==> src/rtl/pal_pkg.sv <==
package pal_pkg;
  localparam int NUM_CH = 3;
  typedef enum int {
    CH_RED   = 0,
    CH_GREEN = 1,
    CH_BLUE  = 2
  } chan_e;
endpackage

==> src/rtl/pal_rst_sync.sv <==
module pal_rst_sync #(
  parameter int STAGES = 2
) (
  input  logic clk,
  input  logic rst_n,
  output logic rst_sync_n
);
  logic [STAGES-1:0] sync_q;
  logic [STAGES-1:0] sync_d;

  always_comb begin
    sync_d = {sync_q[STAGES-2:0], 1'b1};
  end

  always_ff @(posedge clk or negedge rst_n) begin
    if (!rst_n) sync_q <= '0;
    else        sync_q <= sync_d;
  end

  assign rst_sync_n = sync_q[STAGES-1];
endmodule

==> src/rtl/pal_store.sv <==
module pal_store #(
  parameter int WORDS  = 128,
  parameter int WORD_W = 32,
  localparam int AW    = $clog2(WORDS)
) (
  input  logic              clk,
  input  logic              rst_n,
  input  logic              wr_en,
  input  logic [AW-1:0]     wr_addr,
  input  logic [WORD_W-1:0] wr_data,
  input  logic [AW-1:0]     rd_addr,
  output logic [WORD_W-1:0] rd_data,
  input  logic [AW-1:0]     lk_addr,
  output logic [WORD_W-1:0] lk_word
);
  logic [WORD_W-1:0] mem_q [WORDS];
  logic [WORDS-1:0]  word_we;
  logic [WORD_W-1:0] rd_d;

  for (genvar gi = 0; gi < WORDS; gi++) begin : g_word
    assign word_we[gi] = wr_en && (wr_addr == AW'(gi));
    always_ff @(posedge clk) begin
      if (word_we[gi]) mem_q[gi] <= wr_data;
    end
  end

  always_comb begin
    rd_d    = mem_q[rd_addr];
    lk_word = mem_q[lk_addr];
  end

  always_ff @(posedge clk or negedge rst_n) begin
    if (!rst_n) rd_data <= '0;
    else        rd_data <= rd_d;
  end

  p_write_lands_r2: assert property (@(posedge clk) disable iff (!rst_n)
    wr_en |=> (mem_q[$past(wr_addr)] == $past(wr_data)));
endmodule

==> src/rtl/pal_expand.sv <==
module pal_expand
  import pal_pkg::*;
#(
  parameter int HALF_W = 16,
  parameter int CH_IN  = 5,
  parameter int CH_OUT = 8,
  localparam int PAD   = CH_OUT - CH_IN,
  localparam int OUT_W = NUM_CH * CH_OUT
) (
  input  logic [HALF_W-1:0] half_i,
  output logic [OUT_W-1:0]  rgb_o
);
  logic unused_intensity;
  assign unused_intensity = ^half_i[HALF_W-1:NUM_CH*CH_IN];

  for (genvar gc = 0; gc < NUM_CH; gc++) begin : g_ch
    assign rgb_o[(NUM_CH-1-gc)*CH_OUT +: CH_OUT] = {half_i[gc*CH_IN +: CH_IN], {PAD{1'b0}}};
  end
endmodule

==> src/rtl/pal_lookup.sv <==
module pal_lookup
  import pal_pkg::*;
#(
  parameter int WORD_W = 32,
  parameter int CH_IN  = 5,
  parameter int CH_OUT = 8,
  localparam int HALF_W = WORD_W / 2,
  localparam int PAD    = CH_OUT - CH_IN,
  localparam int OUT_W  = NUM_CH * CH_OUT
) (
  input  logic              clk,
  input  logic              rst_n,
  input  logic              odd_sel,
  input  logic [WORD_W-1:0] word_i,
  output logic [OUT_W-1:0]  rgb_q
);
  logic [HALF_W-1:0] half_sel;
  logic [OUT_W-1:0]  rgb_d;

  always_comb begin
    half_sel = odd_sel ? word_i[WORD_W-1:HALF_W] : word_i[HALF_W-1:0];
  end

  pal_expand #(.HALF_W(HALF_W), .CH_IN(CH_IN), .CH_OUT(CH_OUT)) u_expand (
    .half_i (half_sel),
    .rgb_o  (rgb_d)
  );

  always_ff @(posedge clk or negedge rst_n) begin
    if (!rst_n) rgb_q <= '0;
    else        rgb_q <= rgb_d;
  end

  for (genvar gc = 0; gc < NUM_CH; gc++) begin : g_chk
    p_pad_zero_r5: assert property (@(posedge clk) disable iff (!rst_n)
      rgb_q[gc*CH_OUT +: PAD] == '0);
  end
endmodule

==> src/rtl/pal_ram_expander.sv <==
module pal_ram_expander
  import pal_pkg::*;
#(
  parameter int WORDS  = 128,
  parameter int WORD_W = 32,
  parameter int CH_IN  = 5,
  parameter int CH_OUT = 8,
  localparam int AW    = $clog2(WORDS),
  localparam int IW    = AW + 1,
  localparam int OUT_W = NUM_CH * CH_OUT
) (
  input  logic              clk,
  input  logic              rst_n,
  input  logic              wr_en,
  input  logic [AW-1:0]     wr_addr,
  input  logic [WORD_W-1:0] wr_data,
  input  logic [AW-1:0]     rd_addr,
  output logic [WORD_W-1:0] rd_data,
  input  logic [IW-1:0]     px_index,
  output logic [OUT_W-1:0]  px_rgb
);
  logic              rst_ni;
  logic [WORD_W-1:0] lk_word;

  pal_rst_sync #(.STAGES(2)) u_rst (
    .clk        (clk),
    .rst_n      (rst_n),
    .rst_sync_n (rst_ni)
  );

  pal_store #(.WORDS(WORDS), .WORD_W(WORD_W)) u_store (
    .clk     (clk),
    .rst_n   (rst_ni),
    .wr_en   (wr_en),
    .wr_addr (wr_addr),
    .wr_data (wr_data),
    .rd_addr (rd_addr),
    .rd_data (rd_data),
    .lk_addr (px_index[IW-1:1]),
    .lk_word (lk_word)
  );

  pal_lookup #(.WORD_W(WORD_W), .CH_IN(CH_IN), .CH_OUT(CH_OUT)) u_lookup (
    .clk     (clk),
    .rst_n   (rst_ni),
    .odd_sel (px_index[0]),
    .word_i  (lk_word),
    .rgb_q   (px_rgb)
  );

  p_hold_r7: assert property (@(posedge clk) disable iff (!rst_ni)
    (!wr_en ##1 (px_index == $past(px_index))) |=> $stable(px_rgb));

  p_rdback_r2: assert property (@(posedge clk) disable iff (!rst_ni)
    ((wr_en && (rd_addr == wr_addr)) ##1 (!wr_en && (rd_addr == $past(rd_addr))))
      |=> (rd_data == $past(wr_data, 2)));
endmodule

==> config.mk <==
export PLATFORM = sky130hd
export DESIGN_NAME = pal_ram_expander
export DESIGN_NICKNAME = d
export VERILOG_FILES = /design/src/rtl/pal_pkg.sv /design/src/rtl/pal_rst_sync.sv /design/src/rtl/pal_store.sv /design/src/rtl/pal_expand.sv /design/src/rtl/pal_lookup.sv /design/src/rtl/pal_ram_expander.sv
export SDC_FILE = /design/constraint.sdc
export NUM_CORES = 2
export LEC_CHECK = 0
export BUFFER_PORTS_ARGS = -buffer_cell sky130_fd_sc_hd__buf_2
export CORE_ASPECT_RATIO = 0.6
export CORE_MARGIN = 4
export CORE_UTILIZATION = 25
export DETAILED_ROUTE_END_ITERATION = 8
export GPL_TIMING_DRIVEN = 1
export PLACE_DENSITY = 0.42
export SYNTH_ARGS = -nofsm -noshare
export SYNTH_HDL_FRONTEND = slang
export SYNTH_SLANG_ARGS = --single-unit
==> constraint.sdc <==
create_clock -name clk -period 1.5 [get_ports clk]
set_input_delay 0.075 -clock clk [delete_from_list [all_inputs] [get_ports clk]]
set_output_delay 0.075 -clock clk [all_outputs]
set_load 0.02 [all_outputs]
==> flow_summary.json <==
{
  "start_util": 0.251,
  "comb_power_share": 0.112,
  "cts_root_buf": "clkbuf_16",
  "synth_seq_area_share": 0.664,
  "fin_ws_ns": -1.40,
  "grt_pass1_vias": 115000,
  "fin_nets": 11000,
  "period_needed_ns": 2.90,
  "firstDrtPassIters": 6,
  "yosys-top-cells-count": "4096 x edfxtp_1, 2075 x mux4_2, 327 x clkbuf_1",
  "max_stage_delay_ns": 0.83,
  "grt_overflow_total": 0,
  "hold_path_class": "in2reg",
  "finClkSkew_ns": 0.0704,
  "cts_sinks": 4145,
  "seq_area_um2": 124000,
  "port_buffers": 103,
  "grt_use_total": 0.223,
  "syn_area_um2": 187000,
  "synth_cell_types": 65,
  "synthTopCellsByArea": "edfxtp_1 66%, mux4_2 25%, mux2i_1 1.5%",
  "switching_share": 0.248,
  "violations": "setup timing",
  "finalWirelength_um": 873000,
  "fp.dieH_um": 678,
  "power.share.clock": 0.412,
  "cts_buffers": 427,
  "cp_slowest_cell": "o211ai_1",
  "synthFlopType": "edfxtp_1",
  "max_clock_freq_mhz": 345,
  "wl_per_cell_um": 41.2,
  "cp.required_ns": 2.42,
  "fin_area_um2": 243000,
  "areaGrowthSynthToFinish_pct": 30.1,
  "slew_headroom": 0.187,
  "hold_slack_ns": 0.0596,
  "synth_top_area_share": 0.658,
  "rows": 245,
  "worstSetupPathType": "reg2reg",
  "core_area_um2": 744000,
  "antenna_left": 0,
  "htreeDepth": 5,
  "ys_async_sr_fraction": 0.0118,
  "p_total_mw": 270,
  "cts_tree": "done",
  "slew_violations": 0,
  "grt_max_degree": 81,
  "grt_setup_unrepaired": "yes",
  "placed_cells": 20300,
  "path_cells": "mux4_2, o211ai_1, a311oi_1, buf_4, nor3_4, nor4_2",
  "yosysMostFrequentCell": "edfxtp_1",
  "gp_congestion": 0.905,
  "power.leakage_nw": 78.0,
  "crit_path_end_kind": "register",
  "synth_top_area_cell": "edfxtp_1",
  "hold_viol": 0,
  "setup_violations": 133,
  "multiInputGateArea_um2": 62200,
  "die_w_um": 1120,
  "yosysWarnings": 0,
  "cp_max_fo": 2,
  "p_sw_mw": 66.9,
  "ys_seq_elements": 4145,
  "drcViolationCount": 0,
  "clk_pin_slew_worst_paths_ns": 0.07,
  "cts.path.max_buffers": 5,
  "period_share": 1.93,
  "drtIter0Drc": 19600,
  "dpl.hpwl_um": 633000,
  "io_pins": 113,
  "fill_cells": 69900,
  "clk-insertion-delay-late_ns": 1.07,
  "cp.arrival_ns": 3.83,
  "layoutNonFillerInstCount": 21200,
  "crit_path_start_kind": "register",
  "drive_gt1_frac": 0.507,
  "antenna_found_initial": 104,
  "placed_area_um2": 226000,
  "synth-edff-count": 4096,
  "syn_area_per_cell_um2": 21.8,
  "p_int_mw": 203,
  "peakVddDrop_v": 0.000886,
  "worst_slew_pin_slew_ns": 1.22,
  "routed_via_density": 5.55,
  "outcome": "finished, violations left",
  "maxCapViolations": 0,
  "dr_total_vias": 118000,
  "syn_inst": 8592,
  "seqPwrFrac": 0.476,
  "grt_pass1_wl_um": 1140000,
  "power.density_nw_per_um2": 1110,
  "die_area_um2": 763000
}
-- critical path, delay by kind of cell (launching register included) --
| kind | cells | cell delay (ns) |
|---|---|---|
| compound gates | 2 | 1.04 |
| mux | 1 | 0.66 |
| simple gates | 2 | 0.52 |
| flops | 1 | 0.38 |
| buf+inv | 1 | 0.20 |
-- per-layer routing --
layer | routed length, um | vias to the layer above | part of all wire | track usage
met1 | 386000 | 65600 | 0.44 | 0.336
li1 | - | 43300 | - | -
met3 | 120000 | 986 | 0.14 | 0.0927
met4 | 20500 | 24 | 0.023 | 0.0462
met5 | 156 | - | 0.00018 | 0
met2 | 346000 | 7654 | 0.40 | 0.298
-- cell type report --
class / instances / share of cell area
sequential: 4145 / 0.511
timing repair buffer: 2618 / 0.126
multi-input combinational: 3741 / 0.256
clock buffer: 521 / 0.0457
inverter: 4 / 0.0000617
tap: 9880 / 0.0508
clock inverter: 230 / 0.0110
antenna: 42 / 0.000432
-- state kept, by name, summed over array words and instances, names as in the netlist --
| register | count |
|---|---|
| u_lookup.rgb_q | 15 |
| u_rst.sync_q | 2 |
| u_store.mem_q | 4096 |
| u_store.rd_data | 32 |
-- worst paths after layout --
kind	cells after the start	slack, ns	from	end
max reg2reg	6	-1.40	u_store.mem_q[35][1]$_DFFE_PP_	u_lookup.rgb_q[20]$_DFF_PN0_
min in group asynchronous	0	0.31	u_rst.sync_q[1]$_DFF_PN0_	u_lookup.rgb_q[23]$_DFF_PN0_
max	6	-1.40	u_store.mem_q[35][1]$_DFFE_PP_	u_lookup.rgb_q[20]$_DFF_PN0_
max in group asynchronous	1	0.53	u_rst.sync_q[1]$_DFF_PN0_	u_store.rd_data[0]$_DFF_PN0_
min	7	0.06	px_index[6]	u_lookup.rgb_q[13]$_DFF_PN0_
min reg2reg	0	0.31	u_rst.sync_q[1]$_DFF_PN0_	u_lookup.rgb_q[23]$_DFF_PN0_
-- cell usage in the layout, fill, tap and decap left out, types with 15 or more instances in the layout --
master and count:
bufinv_16 60, a211oi_1 28, a22oi_2 15, buf_4 1620
buf_2 15, nor3_2 18, o221ai_1 61, edfxtp_1 4096
dfrtp_1 25, nor4_4 36, mux2i_1 273, clkinv_1 78
a22oi_1 251, clkinvlp_4 17, a221oi_1 15, buf_6 84
a21oi_2 37, clkinv_2 63, nand4_1 24, nor4_1 22
nor2_1 24, mux4_1 25, nand3_1 26, dfrtp_2 20
diode_2 42, buf_8 20, clkbuf_16 429, clkbuf_1 88
a22o_1 20, nor3_1 36, o211ai_1 16, dlygate4sd3_1 45
o22ai_2 33, buf_12 832, nor2_4 130, mux4_2 2078
o22ai_1 145, o22ai_4 47, nand2_1 44, a21oi_1 124
-- timing repair --
action | in CTS | in global routing
pin swaps | 101 | 41
hold endpoints to repair | 4474 | 0
setup buffers | 13 | 13
hold buffers | 49 | 0
endpoints found under the setup margin | 94 | 1334
resized for setup | 447 | 67
-- power by group through the flow --
stage	registers [mW]	clock network, mW	logic, mW
floorplan	131	0	11.6
global placement	131	0	28.3
detailed placement	131	0	28.5
CTS	129	113	29.7
global route	128	118	31.0
finish	128	111	30.2
-- per-stage QoR --
stage	TNS (ns)	setup WS, ns	util
2_1_floorplan	-1914.71	-0.610	-
3_3_place_gp	-2227.00	-2.92	0.304
3_5_place_dp	-2256.18	-2.79	0.304
4_1_cts	-87.13	-1.35	0.326
5_1_grt	-52.33	-1.44	0.327
6_report	-48.29	-1.40	0.327
-- cell families after synthesis --
logic type             synth area share
flip-flops                        0.664
multiplexers                      0.269
AO/OA/AOI/OAI                    0.0322
buffers and inverters            0.0216
AND/OR/NAND/NOR                  0.0133
other                         0.0000402
Note: power is estimated with default switching activity, not from simulation.
